<file path="config.mk">
export PLATFORM = sky130hd
export DESIGN_NAME = slp_sequencer
export DESIGN_NICKNAME = d
export VERILOG_FILES = /design/src/rtl/slp_seq_pkg.sv /design/src/rtl/slp_dwell_timer.sv /design/src/rtl/slp_line_decode.sv /design/src/rtl/slp_seq_ctrl.sv /design/src/rtl/slp_sequencer.sv
export SDC_FILE = /design/constraint.sdc
export NUM_CORES = 1
export LEC_CHECK = 0
export BUFFER_PORTS_ARGS = -buffer_cell sky130_fd_sc_hd__buf_2
export CORE_MARGIN = 10
export CORE_UTILIZATION = 30
export CTS_BUF_LIST = sky130_fd_sc_hd__clkbuf_4 sky130_fd_sc_hd__clkbuf_8
export DETAILED_ROUTE_END_ITERATION = 16
export PLACE_DENSITY_LB_ADDON = 0.2
export SLEW_MARGIN = 20
export SYNTH_ARGS = -nofsm -noshare
export SYNTH_HDL_FRONTEND = slang
export SYNTH_HIERARCHICAL = 1
export SYNTH_SLANG_ARGS = --single-unit
</file>
<file path="constraint.sdc">
create_clock -name clk -period 4 [get_ports clk]
set_clock_uncertainty 0.15 [all_clocks]
set_input_delay 0.8 -clock clk [delete_from_list [all_inputs] [get_ports clk]]
set_output_delay 0.8 -clock clk [all_outputs]
set_load 0.02 [all_outputs]
</file>
<file path="src/rtl/slp_seq_pkg.sv">
package slp_seq_pkg;

  typedef enum logic [1:0] {
    FLT_NONE  = 2'd0,
    FLT_RAIL  = 2'd1,
    FLT_THERM = 2'd2,
    FLT_HOLD  = 2'd3
  } fault_e;

  // Ordered list of controlled lines; the level is the count asserted from the front
  localparam int unsigned NUM_LINES = 8;
  localparam int unsigned LVL_W     = $clog2(NUM_LINES + 1);
  typedef logic [LVL_W-1:0] lvl_t;

  localparam int unsigned IDX_RST   = 0;
  localparam int unsigned IDX_SUSP  = 1;
  localparam int unsigned IDX_PWRGD = 2;
  localparam int unsigned IDX_S3    = 3;
  localparam int unsigned IDX_MGMT  = 4;
  localparam int unsigned IDX_NET   = 5;
  localparam int unsigned IDX_S4    = 6;
  localparam int unsigned IDX_S5    = 7;

  localparam lvl_t LVL_ON    = lvl_t'(0);
  localparam lvl_t LVL_SUSP  = lvl_t'(IDX_SUSP);
  localparam lvl_t LVL_PWRGD = lvl_t'(IDX_PWRGD);
  localparam lvl_t LVL_RUN   = lvl_t'(IDX_S3);
  localparam lvl_t LVL_S3    = lvl_t'(IDX_NET + 1);
  localparam lvl_t LVL_S4    = lvl_t'(IDX_S4 + 1);
  localparam lvl_t LVL_S5    = lvl_t'(IDX_S5 + 1);

endpackage

</file>
<file path="src/rtl/slp_dwell_timer.sv">
module slp_dwell_timer #(
  parameter int unsigned LIMIT = 60
) (
  input  logic clk,
  input  logic rst_n,
  input  logic en,
  output logic fire
);
  localparam int unsigned CW = $clog2(LIMIT + 1);
  localparam logic [CW-1:0] LAST = CW'(LIMIT - 1);
  localparam logic [CW-1:0] TOP  = CW'(LIMIT);

  logic [CW-1:0] cnt_q, cnt_d;

  always_comb begin
    cnt_d = cnt_q;
    if (!en)            cnt_d = '0;
    else if (cnt_q != TOP) cnt_d = cnt_q + 1'b1;
  end

  always_ff @(posedge clk or negedge rst_n) begin
    if (!rst_n) cnt_q <= '0;
    else        cnt_q <= cnt_d;
  end

  // Single pulse on the LIMIT-th consecutive enabled cycle
  assign fire = en && (cnt_q == LAST);
endmodule

</file>
<file path="src/rtl/slp_line_decode.sv">
module slp_line_decode
  import slp_seq_pkg::*;
(
  input  lvl_t                 lvl,
  output logic [NUM_LINES-1:0] asserted,
  output logic                 run_en
);
  for (genvar i = 0; i < NUM_LINES; i++) begin : g_line
    assign asserted[i] = (lvl > lvl_t'(i));
  end

  assign run_en = (lvl <= LVL_RUN);
endmodule

</file>
<file path="src/rtl/slp_seq_ctrl.sv">
module slp_seq_ctrl
  import slp_seq_pkg::*;
(
  input  logic   clk,
  input  logic   rst_n,
  input  logic   press,
  input  logic   hold_fire,
  input  logic   rst_fire,
  input  logic   deep_sel,
  input  logic   thermtrip_n,
  input  logic   aon_good,
  input  logic   mgmt_good,
  input  logic   mem_good,
  input  logic   run_good,
  output lvl_t   lvl,
  output fault_e fault
);
  lvl_t   lvl_q, lvl_d, tgt_q, tgt_d;
  fault_e flt_q, flt_d, cause;
  logic   step_ok, rails_ok, pwrgd_up;

  assign rails_ok = aon_good && mgmt_good && mem_good && run_good;
  assign pwrgd_up = (lvl_q <= LVL_PWRGD);

  always_comb begin
    unique case (lvl_q)
      LVL_S5:   step_ok = aon_good;
      LVL_RUN:  step_ok = run_good && mem_good;
      LVL_SUSP: step_ok = rst_fire;
      default:  step_ok = 1'b1;
    endcase
  end

  always_comb begin
    lvl_d = lvl_q;
    tgt_d = tgt_q;
    flt_d = flt_q;
    cause = FLT_NONE;

    if (lvl_q > tgt_q) begin
      if (step_ok) lvl_d = lvl_q - 1'b1;
    end else if (lvl_q < tgt_q) begin
      lvl_d = lvl_q + 1'b1;
    end else if (press) begin
      if (tgt_q == LVL_ON) tgt_d = deep_sel ? LVL_S4 : LVL_S3;
      else                 tgt_d = LVL_ON;
    end

    // Forced soft-off, lowest priority first
    if (lvl_q == LVL_ON && tgt_q == LVL_ON && !rails_ok) begin
      tgt_d = LVL_S5;
      cause = FLT_RAIL;
    end
    if (hold_fire) begin
      tgt_d = LVL_S5;
      cause = FLT_HOLD;
    end
    if (pwrgd_up && !thermtrip_n) begin
      tgt_d = LVL_S5;
      lvl_d = LVL_S5;
      cause = FLT_THERM;
    end

    if (flt_q == FLT_NONE && cause != FLT_NONE) flt_d = cause;
  end

  always_ff @(posedge clk or negedge rst_n) begin
    if (!rst_n) begin
      lvl_q <= LVL_S5;
      tgt_q <= LVL_S5;
      flt_q <= FLT_NONE;
    end else begin
      lvl_q <= lvl_d;
      tgt_q <= tgt_d;
      flt_q <= flt_d;
    end
  end

  assign lvl   = lvl_q;
  assign fault = flt_q;
endmodule

</file>
<file path="src/rtl/slp_sequencer.sv">
module slp_sequencer
  import slp_seq_pkg::*;
#(
  parameter int unsigned CLK_HZ  = 250_000_000,
  parameter int unsigned HOLD_MS = 4000,
  parameter int unsigned RST_US  = 60
) (
  input  logic       clk,
  input  logic       rst_n,
  input  logic       pwr_btn_n,
  input  logic       deep_sel,
  input  logic       thermtrip_n,
  input  logic       aon_good,
  input  logic       mgmt_good,
  input  logic       mem_good,
  input  logic       run_good,
  output logic       slp_s3_n,
  output logic       slp_s4_n,
  output logic       slp_s5_n,
  output logic       slp_mgmt_n,
  output logic       slp_net_n,
  output logic       run_en,
  output logic       susp_n,
  output logic       cpu_pwrgd,
  output logic       plat_rst_n,
  output logic [1:0] fault_code
);
  localparam int unsigned HOLD_CYC = (CLK_HZ / 1000) * HOLD_MS;
  localparam int unsigned RST_CYC  = (CLK_HZ / 1_000_000) * RST_US;

  logic [1:0] rst_sync_q;
  logic       rst_int_n;
  logic       btn_prev_q, press, hold_fire, rst_fire;
  lvl_t       lvl;
  fault_e     fault;
  logic [NUM_LINES-1:0] asserted;

  // Asynchronous assert, synchronous release
  always_ff @(posedge clk or negedge rst_n) begin
    if (!rst_n) rst_sync_q <= 2'b00;
    else        rst_sync_q <= {rst_sync_q[0], 1'b1};
  end
  assign rst_int_n = rst_sync_q[1];

  always_ff @(posedge clk or negedge rst_int_n) begin
    if (!rst_int_n) btn_prev_q <= 1'b1;
    else            btn_prev_q <= pwr_btn_n;
  end
  assign press = btn_prev_q && !pwr_btn_n;

  slp_dwell_timer #(.LIMIT(HOLD_CYC)) u_hold (
    .clk(clk), .rst_n(rst_int_n), .en(!pwr_btn_n), .fire(hold_fire)
  );

  slp_dwell_timer #(.LIMIT(RST_CYC)) u_rdly (
    .clk(clk), .rst_n(rst_int_n), .en(lvl == LVL_SUSP), .fire(rst_fire)
  );

  slp_seq_ctrl u_ctrl (
    .clk(clk), .rst_n(rst_int_n), .press(press), .hold_fire(hold_fire),
    .rst_fire(rst_fire), .deep_sel(deep_sel), .thermtrip_n(thermtrip_n),
    .aon_good(aon_good), .mgmt_good(mgmt_good), .mem_good(mem_good),
    .run_good(run_good), .lvl(lvl), .fault(fault)
  );

  slp_line_decode u_dec (
    .lvl(lvl), .asserted(asserted), .run_en(run_en)
  );

  assign plat_rst_n = !asserted[IDX_RST];
  assign susp_n     = !asserted[IDX_SUSP];
  assign cpu_pwrgd  = !asserted[IDX_PWRGD];
  assign slp_s3_n   = !asserted[IDX_S3];
  assign slp_mgmt_n = !asserted[IDX_MGMT];
  assign slp_net_n  = !asserted[IDX_NET];
  assign slp_s4_n   = !asserted[IDX_S4];
  assign slp_s5_n   = !asserted[IDX_S5];
  assign fault_code = fault;
endmodule

</file>
-- After elaboration in Yosys (flattened, before gate mapping)
Index checks and enable logic that the tools add are counted.
Widths: inputs -> output; s select.
- logic and storage cells: 85
- output and inout bits: 11
- input bits: 9
- bits in registers: 57
- reduce and logical (&&, ||, !) cells: 31
- muxes and demuxes: 20
- order comparisons: 12
- add/subtract/negate cells: 4
- equality and inequality tests: 11
- operators by type and width (kind ; count):
    $mux 30 ; 2
    $mux 4 ; 11
    $add 30x1->30 const B ; 1
    $eq 30x30->1 const B ; 1
    $ne 30x30->1 const B ; 1
    $mux 14 ; 2
    $gt 4x3->1 const B ; 4
    $add 14x1->14 const B ; 1
    $eq 14x14->1 const B ; 1
    $ne 14x14->1 const B ; 1
    $logic_and 1x1->1 ; 11
    $logic_not 1->1 ; 11
    $gt 4x1->1 const B ; 2
    $gt 4x2->1 const B ; 2
    $le 4x2->1 const B ; 2
    $logic_not 4->1 ; 2
    $ne 4x4->1 const B ; 2
    $add 4x1->4 const B ; 1
    $eq 4x1->1 const B ; 1
    $eq 4x2->1 const B ; 1
    $eq 4x4->1 const B ; 1
    $gt 4x4->1 ; 1
    $lt 4x4->1 ; 1
    $mux 2 ; 2
    11 further kinds ; 13

-- Longest topological paths before layout
Gate-level depths: netlist of run 1.
- depth after elaboration: 10
- mapped depth: 7
- depth with buffers taken out: 7

-- Modules after synthesis
Netlist of run 1, hierarchy kept.
- modules (own cells, without submodules) (module ; area each (um2) ; seq. area each (um2) ; cells each ; times used):
    slp_dwell_timer at u_hold ; 1656.6 ; 750.7 ; 182 ; 1
    slp_dwell_timer at u_rdly ; 800.8 ; 350.3 ; 82 ; 1
    slp_seq_ctrl ; 734.5 ; 227.7 ; 80 ; 1
    slp_sequencer ; 135.1 ; 76.3 ; 15 ; 1
    slp_line_decode ; 61.3 ; 0.0 ; 12 ; 1

-- Worst setup path after synthesis of run 1
OpenSTA, ideal clock, no wires.
- path kind: register -> register
- start: register u_ctrl.lvl_q[1], in the netlist u_ctrl/lvl[1]
- end: register u_ctrl.lvl_q[2], in the netlist u_ctrl/lvl[2]
- setup slack: 1749 ps
- stages on the path, launching flop included: 8
- period minus slack after synthesis: 2251 ps
- library setup time: 125 ps
- required time: 3725 ps
- path buffers: 0
- arrival: 1976 ps
- path through: dfrtp_1 -> nor4b_2 -> nand4b_1 -> nor4_1 -> a211oi_1 -> o221ai_2 -> o21ai_2 -> mux2_4
- word-level cells in the longest chain between the ends: 5
- elaborated cells on any way between the ends: 18
- classes of those cells: add/sub: 2; order compare: 3; eq/ne: 4; mux: 5; reduce/logical: 4
- ends and longest elaborated chain (element ; line ; RTL):
    start, declared ; slp_seq_ctrl.sv:18 ; lvl_t lvl_q, lvl_d, tgt_q, tgt_d;
    start signal, assigned ; slp_seq_ctrl.sv:73 ; lvl_q <= lvl_d;
    $eq 4x1->1 ; slp_sequencer.sv:56 ; .clk(clk), .rst_n(rst_int_n), .en(lvl == LVL_SUSP), .fire(rst_fire)
    $logic_and 1x1->1 ; slp_dwell_timer.sv:27 ; assign fire = en && (cnt_q == LAST);
    net rst_fire ; slp_sequencer.sv:33 ; logic btn_prev_q, press, hold_fire, rst_fire;
    $pmux 1 s3 ; slp_seq_ctrl.sv:26 ; unique case (lvl_q)
    $ne 3x2->1 (no source line) ; n/a ;
    $reduce_and 2->1 (no source line) ; n/a ;
The timed path passes the listed nets, and every way through them passes these cells. The select of a mux whose other input is x is not followed.
A chain may end at the register's enable or synchronous reset.

-- Worst setup path in the final report of run 1
Same ends and word-level chain as after synthesis.

==> reports/qor.yml, run 1 <==
ios: 20
worst_slack_ps: 1230
fmax_mhz: 361
worstMarginPinSlew_ps: 957
crit_family: "simple AND/OR/NAND/NOR gates"
route.vias.total: 2809
setup_violations: 0
seq_area_um2: 1410
status: "complete, no violations"
die_y_um: 126
synthToLayoutAreaGrowth_pct: 11.9
cellLeakagePower_nw: 1.53
cp-end-kind: "flip-flop"
viasPerCell: 5.30
clockRootBuffer: "clkbuf_8"
crit_chain: "nor4b_2 -> buf_4 -> nand4b_1 -> nor4_1 -> a211oi_1 -> o221ai_2 -> o21ai_2 -> mux2_4"
cap_viol_max_count: 0
power.density_nw_per_um2: 493
fin_crit_ps: 2770
synth.avg_cell_area_um2: 9.13
htree_levels: 2
hold_buffers: 0
ys_seq_elements: 56
syn_nets: 393
port_buffers: 19
clockBufferDepth: 2
multiInputGateArea_um2: 1830
crit_type: "flip-flop to flip-flop"
cts_resized: 0
rows: 38
place_hpwl_um: 5370
syn_inst: 371
clk_latency_ps: 320
hold_class: "input port to async pin"
syn_area_um2: 3390
rsz0062_at_grt: "no"
n_antenna_cell: 0
ant_nets: 0
cts_tree: "built"
critPathRequiredTime_ps: 4070
worstPathMaxFanout: 15
synth.distinct_cells: 56
ir_worst_vdd_mv: 0.205
grt_pass1_vias: 2661
drt-wirelength-per-cell_um: 14.4
clkSinkCount: 56
fin_tns_setup_ps: 0
first_pass_iters: 4
nFillCells: 1116
start_util_pct: 31.0
synth_top_area_share_pct: 39.1
cp_slowest_cell: "dfrtp_1"
grt_start_max_net_pins: 33
numCtsBuffers: 5
yosysWarnings: 6
path_buf_inv: 1
core_um2: 10900
synth_top_area_cell: "dfrtp_1"
synth-edff-count: 0
layout.nets: 411
total_power_mw: 1.87
die_area_um2: 15900
critPathLaunchType: "flip-flop"
synth_area_leaders: "dfrtp_1 39%, ha_1 4.8%, a21oi_1 4.0%, nand2_1 3.8%, inv_1 3.3%"
drc: 0
async_flop_share_pct: 100
whs_ps: 96.2
routed_wl_um: 7630
arrival_ps: 2840
drt-initial-drc-count: 180
layout-drive-gt1-share_pct: 13.1
grtUsageTotal_pct: 9.45
drv_slew: 0
seq_area_frac_synth_pct: 41.5
grt-ovfl-total: 0
post-cts-setup-buffer-count: 0
period_share_pct: 69.3
antenna_found_initial: 0
cpPeakStageDelay_ps: 570
max_slew_margin_pct: 36.1
die_w_um: 126
dp_slack_ps: 1260
clk_pin_slew_ps: 110
place_congestion: 0.805
ys.flop_type: "dfrtp_1"
grt_pass1_wl_um: 12900
finalHoldViolCount: 0
## layer usage
metal	global-route usage (%)	part of all wire, %
met1	12.5	49
met2	15.2	47
met3	2.06	2.8
met4	2.48	1.0
met5	0	0
## flip-flops by register name, summed over array words and instances (netlist names)
register / count
rst_sync_q: 2
u_ctrl/tgt_q: 3
u_ctrl/fault: 2
u_hold/cnt_q: 30
btn_prev_q: 1
u_ctrl/lvl: 4
u_rdly/cnt_q: 14
## path summary, 6_finish.rpt
check / startpoint / end / slack, ps / depth (start not counted)
max: u_ctrl/lvl[1] / u_ctrl/lvl[2] / 1230 / 8
min: rst_n / rst_sync_q[1] / 100 / 1
max reg2reg: u_ctrl/lvl[1] / u_ctrl/lvl[2] / 1230 / 8
min reg2reg: rst_sync_q[1] / u_ctrl/lvl[1] / 200 / 0
max in group asynchronous: rst_sync_q[1] / u_ctrl/tgt_q[3] / 2660 / 1
min in group clk: rst_sync_q[0] / rst_sync_q[1] / 210 / 0
## area by class of cell
type | instances | area share [%]
clock buffers | 5 | 1.82
clock inverters | 3 | 2.38
inverters | 30 | 2.97
multi-input cells | 275 | 48.2
flip-flops and latches | 56 | 37.1
well taps | 140 | 4.62
repair buffers | 21 | 2.90
## report_power, final
part	switching (mW)	internal (mW)
registers	0.104	0.612
clock network	0.199	0.313
logic	0.382	0.260
## cells in the mapped netlist (2+ instances only)
cell type  instances
o211ai_1           4
o31ai_1           15
nor2_1            23
and4_1             2
nand4_2            2
clkbuf_1           6
inv_1             30
nand4_1           16
o21ai_0           12
a21oi_2            2
nor3_1             3
ha_1              13
mux2i_1           10
nand3b_1           4
or3_1             10
nor4_1            10
nor2b_1            4
o21ai_1            3
nand4bb_1          2
or4_1             15
and3_1             5
nand3_1           13
nand2_1           34
a21oi_1           27
xnor2_1            2
buf_2              4
xor2_1            10
and2_1             3
nand2b_1           5
dfstp_2            3
dfrtp_1           53
o21ai_2            2
## cells in the final DEF (no fill, tap or decap), types with 4 or more instances in the layout
master,Yosys,final
dfrtp_1,53,52
nand2_1,34,34
inv_1,30,30
a21oi_1,27,27
nor2_1,23,23
buf_2,4,19
nand4_1,16,16
or4_1,15,15
o31ai_1,15,15
ha_1,13,13
nand3_1,13,13
o21ai_0,12,12
mux2i_1,10,10
or3_1,10,10
nor4_1,10,10
xor2_1,10,10
clkbuf_8,0,5
nand2b_1,5,5
and3_1,5,5
nor2b_1,4,4
o211ai_1,4,4
nand3b_1,4,4
## stage by stage
step                std cells  util [%]  instance area (µm²)
floorplan                 371         -                 3390
global placement          522      33.2                 3630
detailed placement        522      33.2                 3630
CTS                       530      34.7                 3790
global route              530      34.7                 3790
finish                    530      34.7                 3790
## kinds of logic after synthesis
group / synth area share, %
and+or+nand+nor: 28.4
AOI/OAI and AO/OA: 14.1
DFF: 41.5
buffers and inverters: 4.58
adders and majority gates: 4.80
xor gates and xnor gates: 3.10
muxes: 3.40
other: 0.111
No activity file was read; power rests on OpenSTA's default activity.
==> run 2, diff against run 1 <==
- clock period: 4 -> 2.4 ns (I/O delays scaled with it)
==> run 2 against run 1 <==
  * Worst hold slack gained 31 ps
  * Sequential power grew 57%
  * Final area is 3.4% higher
  * Total power up 56%
  * Critical endpoint unchanged
  * Cell count rose by 3.8%
  * Largest power group is now combinational logic
==> reports/qor.yml, run 2 (same netlist as run 1, synthesis figures left out) <==
status: "complete, no violations"  # unchanged
met2_usage_pct: 15.5  # was 15.2%
clk_pin_slew_ps: 110  # about the same
use_met1_pct: 12.0  # was 12.5%
first_pass_iters: 4  # unchanged
core_um2: 10900  # unchanged
die_area_um2: 15900  # unchanged
use_met3_pct: 2.01  # was 2.06%
antenna_found_initial: 0  # unchanged
crit_chain: "ha_1 -> a21oi_2 -> inv_1 -> o221ai_2 -> o21ai_2 -> mux2_4"  # was nor4b_2 -> buf_4 -> nand4b_1 -> nor4_1 -> a211oi_1 -> o221ai_2 -> o21ai_2 -> mux2_4
cp-end-kind: "flip-flop"  # unchanged
cellLeakagePower_nw: 1.61  # was 1.53 nW
grt-ovfl-total: 0  # unchanged
hold_class: "input port to flip-flop"  # was input port to async pin
seq_area_um2: 1410  # about the same
rsz0062_at_grt: "no"  # unchanged
grt_pass1_vias: 2694  # was 2661
hold_path_depth: 1
cap_viol_max_count: 0  # unchanged
clockBufferDepth: 2  # unchanged
clkSinkCount: 56  # unchanged
reg_top3: "u_hold/cnt_q (30), u_rdly/cnt_q (14), u_ctrl/lvl (4)"  # unchanged
die_w_um: 126  # unchanged
final_cell_mix: "51 x dfrtp_1, 34 x nand2_1, 30 x inv_1, 27 x a21oi_1, 23 x nor2_1"  # was 52 x dfrtp_1, 34 x nand2_1, 30 x inv_1, 27 x a21oi_1, 23 x nor2_1
layout.nets: 431  # was 411
ios: 20  # unchanged
routed_wl_um: 7500  # was 7630 µm
final_common_cell: "dfrtp_1"  # unchanged
total_power_mw: 2.91  # was 1.87 mW
start_util_pct: 31.0  # unchanged
max_slew_margin_pct: 53.1  # was 36.1%
n_antenna_cell: 0  # unchanged
layout-drive-gt1-share_pct: 18.3  # was 13.1%
place_hpwl_um: 5300  # was 5370 µm
fmax_mhz: 449  # was 361 MHz
worstMarginPinSlew_ps: 704  # was 957 ps
ir_worst_vdd_mv: 0.361  # was 0.205 mV
multiInputGateArea_um2: 1870  # was 1830 µm²
cpPeakStageDelay_ps: 640  # was 570 ps
place_congestion: 0.807  # was 0.805
whs_ps: 127  # was 96.2 ps
period_share_pct: 92.7  # was 69.3%
path_buf_inv: 1  # unchanged
grt_pass1_wl_um: 12900  # about the same
finalHoldViolCount: 0  # unchanged
clockRootBuffer: "clkbuf_8"  # unchanged
cp_slowest_cell: "dfstp_2"  # was dfrtp_1
synthToLayoutAreaGrowth_pct: 15.7  # was 11.9%
clk_latency_ps: 320  # about the same
crit_family: "flip-flops"  # was simple AND/OR/NAND/NOR gates
cts_tree: "built"  # unchanged
nFillCells: 1114  # was 1116
largest_register_ffs: 30  # unchanged
rows: 38  # unchanged
crit_type: "flip-flop to flip-flop"  # unchanged
regMostFlops: "u_hold/cnt_q"  # unchanged
critPathRequiredTime_ps: 2470  # was 4070 ps
die_y_um: 126  # unchanged
ant_nets: 0  # unchanged
final_util_pct: 35.8  # was 34.7%
numCtsBuffers: 5  # unchanged
grt_start_max_net_pins: 55  # was 33
route.vias.total: 2786  # was 2809
critPathLaunchType: "flip-flop"  # unchanged
numPlacedInstances: 540  # was 522
final_cells: 550  # was 530
drc: 0  # unchanged
drt-initial-drc-count: 156  # was 180
worstPathMaxFanout: 6  # was 15
htree_levels: 2  # unchanged
power.density_nw_per_um2: 742  # was 493 nW/µm²
arrival_ps: 2290  # was 2840 ps
drt-wirelength-per-cell_um: 13.6  # was 14.4 µm
port_buffers: 19  # unchanged
r2r_cells: 6  # was 8
grt-busiest-layer: "met2"  # unchanged
setup_violations: 0  # unchanged
grtUsageTotal_pct: 9.40  # was 9.45%
fin_crit_ps: 2230  # was 2770 ps
drv_slew: 0  # unchanged
viasPerCell: 5.07  # was 5.30
cp.depth: 6  # was 8
-- run 2: changes by cell type in the layout (fill, tap and decap cells not counted), sizes merged --
cell | previous run | this run
buf | 21 | 40
bufinv | 3 | 0
dlygate4sd3 | 0 | 1
clkinvlp | 0 | 1
clkinv | 0 | 1
clkbuf | 5 | 6
-- run 2: report_power, final --
group / switching [mW] / total (mW) / leakage [nW] / internal, mW
Sequential: 0.0981 / 1.12 / 0.749 / 1.02
Combinational: 0.715 / 1.24 / 0.819 / 0.528
Clock: 0.326 / 0.546 / 0.0448 / 0.220
Total: 1.14 / 2.91 / 1.61 / 1.77
-- run 2: worst register-to-register path: cells and delay by family (launching register included) --
family	cells	cell delay [ps]
flops	1	640
compound gates	3	640
fa+ha+maj	1	320
mux	1	300
buf+inv	1	90
-- run 2: what timing repair did --
item,CTS,global route
buffers inserted,0,1
setup endpoints to repair,3,5
hold buffers,1,0
gates resized for setup,2,5
endpoints found under the hold margin,2,0
-- run 2: stage by stage --
step	setup WS [ps]	TNS (ps)	cell area, µm²
after floorplan	149	0	3390
after global placement	4.69	0	3770
after detailed placement	-8.22	-13.0	3770
after CTS	82.9	0	3880
after global routing	9.12	0	3920
final	174	0	3920
-- run 2: path summary, 6_finish.rpt --
kind	start	end	slack, ps
max in group asynchronous	rst_sync_q[1]	u_ctrl/lvl[0]	1370
min reg2reg	rst_sync_q[0]	rst_sync_q[1]	210
min in group asynchronous	rst_sync_q[1]	u_rdly/cnt_q[8]	230
min	pwr_btn_n	btn_prev_q	130
max reg2reg	u_ctrl/lvl[3]	u_ctrl/lvl[2]	170
max	u_ctrl/lvl[3]	u_ctrl/lvl[2]	170
-- run 2: routing by layer --
layer,vias to the layer above,wire length [µm]
met5,-,0
li1,1424,-
met3,5,164
met4,0,61
met2,22,3480
met1,1335,3800
-- run 2: layout make-up --
| class | instances | area share, % |
|---|---|---|
| Clock buffer | 6 | 1.95 |
| Clock inverter | 2 | 0.415 |
| Inverter | 30 | 2.87 |
| Multi-Input combinational cell | 275 | 47.7 |
| Sequential cell | 56 | 35.9 |
| Tap cell | 140 | 4.47 |
| Timing Repair Buffer | 41 | 6.70 |
==> run 3, diff against run 2 <==
- CELL_PAD_IN_SITES_DETAIL_PLACEMENT: not set -> 1
- CELL_PAD_IN_SITES_GLOBAL_PLACEMENT: not set -> 1
- PLACE_DENSITY: not set -> 0.58
- PLACE_DENSITY_LB_ADDON: 0.2 -> not set
==> run 3 against run 2 <==
  * Clock power rose by 4%
  * Worst hold slack got worse by 85 ps
  * Routed wire length grew 16%
  * Cell count shrank 0.18%
  * Largest power group unchanged
  * Count of clock-buffer cells in the layout grew 1
  * Sequential power barely moved
  * Combinational power barely moved
  * Non-clock buffer count fell by 1
  * Fmax shrank 1.7%
  * Critical path depth increased by 1
==> reports/qor.yml, run 3 (same netlist as run 1, synthesis figures left out) <==
status: "complete, no violations"  # unchanged
ant_nets: 0  # unchanged
die_w_um: 126  # unchanged
finalHoldViolCount: 0  # unchanged
route.vias.total: 2928  # was 2786
drt-initial-drc-count: 89  # was 156
largest_register_ffs: 30  # unchanged
crit_type: "flip-flop to flip-flop"  # unchanged
clkSinkCount: 56  # unchanged
cts_tree: "built"  # unchanged
setup_violations: 0  # unchanged
synthToLayoutAreaGrowth_pct: 15.1  # was 15.7%
cap_viol_max_count: 0  # unchanged
clk_pin_slew_ps: 100  # was 110 ps
clk_latency_ps: 320  # about the same
final_common_cell: "dfrtp_1"  # unchanged
viasPerCell: 5.33  # was 5.07
fin_crit_ps: 2260  # was 2230 ps
layout-drive-gt1-share_pct: 18.1  # was 18.3%
final_cell_mix: "51 x dfrtp_1, 34 x nand2_1, 30 x inv_1, 27 x a21oi_1, 23 x nor2_1"  # unchanged
die_area_um2: 15900  # unchanged
total_power_mw: 2.97  # was 2.91 mW
power.density_nw_per_um2: 760  # was 742 nW/µm²
start_util_pct: 31.0  # unchanged
port_buffers: 19  # unchanged
final_cells: 549  # was 550
grt_pass1_wl_um: 15100  # was 12900 µm
reg2reg_to: "u_ctrl/lvl[2]"  # unchanged
drv_slew: 0  # unchanged
rr_startpoint: "u_ctrl/tgt_q[3]"  # was u_ctrl/lvl[3]
place_hpwl_um: 6330  # was 5300 µm
critPathRequiredTime_ps: 2460  # was 2470 ps
critPathLaunchType: "flip-flop"  # unchanged
rsz0062_at_grt: "yes"  # was no
ios: 20  # unchanged
rows: 38  # unchanged
seq_area_um2: 1410  # unchanged
nFillCells: 1294  # was 1114
place_congestion: 0.797  # was 0.807
grtUsageTotal_pct: 10.9  # was 9.40%
final_util_pct: 35.7  # was 35.8%
period_share_pct: 94.3  # was 92.7%
arrival_ps: 2320  # was 2290 ps
grt_start_max_net_pins: 29  # was 55
r2r_cells: 7  # was 6
cellLeakagePower_nw: 1.59  # was 1.61 nW
n_antenna_cell: 0  # unchanged
grt_pass1_vias: 3076  # was 2694
drt-wirelength-per-cell_um: 15.8  # was 13.6 µm
clockRootBuffer: "clkbuf_8"  # unchanged
first_pass_iters: 4  # unchanged
hold_class: "flip-flop to async pin"  # was input port to flip-flop
clockBufferDepth: 2  # unchanged
reg2reg_slack_ps: 140  # was 170 ps
ir_worst_vdd_mv: 0.428  # was 0.361 mV
cp-end-kind: "flip-flop"  # unchanged
reg_top3: "u_hold/cnt_q (30), u_rdly/cnt_q (14), u_ctrl/lvl (4)"  # unchanged
worstPathMaxFanout: 7  # was 6
grt-ovfl-total: 0  # unchanged
die_y_um: 126  # unchanged
routed_wl_um: 8670  # was 7500 µm
layout.nets: 430  # was 431
multiInputGateArea_um2: 1850  # was 1870 µm²
regMostFlops: "u_hold/cnt_q"  # unchanged
numCtsBuffers: 5  # unchanged
whs_ps: 42.2  # was 127 ps
core_um2: 10900  # unchanged
numPlacedInstances: 540  # unchanged
fmax_mhz: 442  # was 449 MHz
drc: 0  # unchanged
antenna_found_initial: 0  # unchanged
htree_levels: 2  # unchanged
[run 3: worst max path at each step]
stage | from | to | slack, ps | depth (start not counted)
finish | u_ctrl/tgt_q[3] | u_ctrl/lvl[2] | 140 | 7
global route | u_hold/cnt_q[26] | u_ctrl/tgt_q[0] | -1 | 9
CTS | u_hold/cnt_q[26] | u_ctrl/tgt_q[0] | 5 | 9
detailed placement | u_hold/cnt_q[26] | u_ctrl/tgt_q[2] | -30 | 9
global placement | u_hold/cnt_q[26] | u_ctrl/tgt_q[0] | 30 | 9
floorplan | u_ctrl/lvl[1] | u_ctrl/lvl[2] | 150 | 7
[run 3: final cells by class]
class / count / area share (%)
tap: 140 / 4.49
clock inverter: 1 / 0.192
inverter: 30 / 2.89
clock buffer: 7 / 2.31
sequential: 56 / 36.1
multi-input combinational: 275 / 47.5
timing repair buffer: 40 / 6.54
[run 3: critical path, cell delays in order (launching register included)]
cell	delay, ps
dfstp_2	540
inv_1	50
ha_1	340
a21oi_2	340
inv_1	90
o221ai_2	240
o21ai_2	100
mux2_4	300
[run 3: what timing repair did]
item                                   in CTS  in global routing
setup endpoints to repair                   4                  7
resized for setup                           1                  4
hold buffers                                1                  0
endpoints found under the hold margin       2                  0
pin swaps                                   0                  1
buffers inserted                            0                  0
[run 3: metal layers]
layer | wire, µm | up-vias | global-route usage [%]
met5 | 0 | - | 0
met4 | 66 | 0 | 2.28
met3 | 143 | 8 | 2.10
met2 | 4220 | 13 | 18.6
met1 | 4240 | 1486 | 13.9
li1 | - | 1421 | -
[run 3: stage by stage]
stage                     setup slack (ps)  setup TNS [ps]  instance area, µm²
after global routing                 -1.19           -1.19                3900
after floorplan                        149               0                3390
after global placement                29.9               0                3770
final                                  137               0                3900
after CTS                             5.19               0                3880
after detailed placement             -31.3           -61.4                3770
[run 3: power breakdown]
group	internal [mW]	total (mW)	switching [mW]	leakage, nW
logic	0.521	1.27	0.753	0.798
registers	1.02	1.12	0.103	0.749
clock network	0.247	0.566	0.319	0.0479
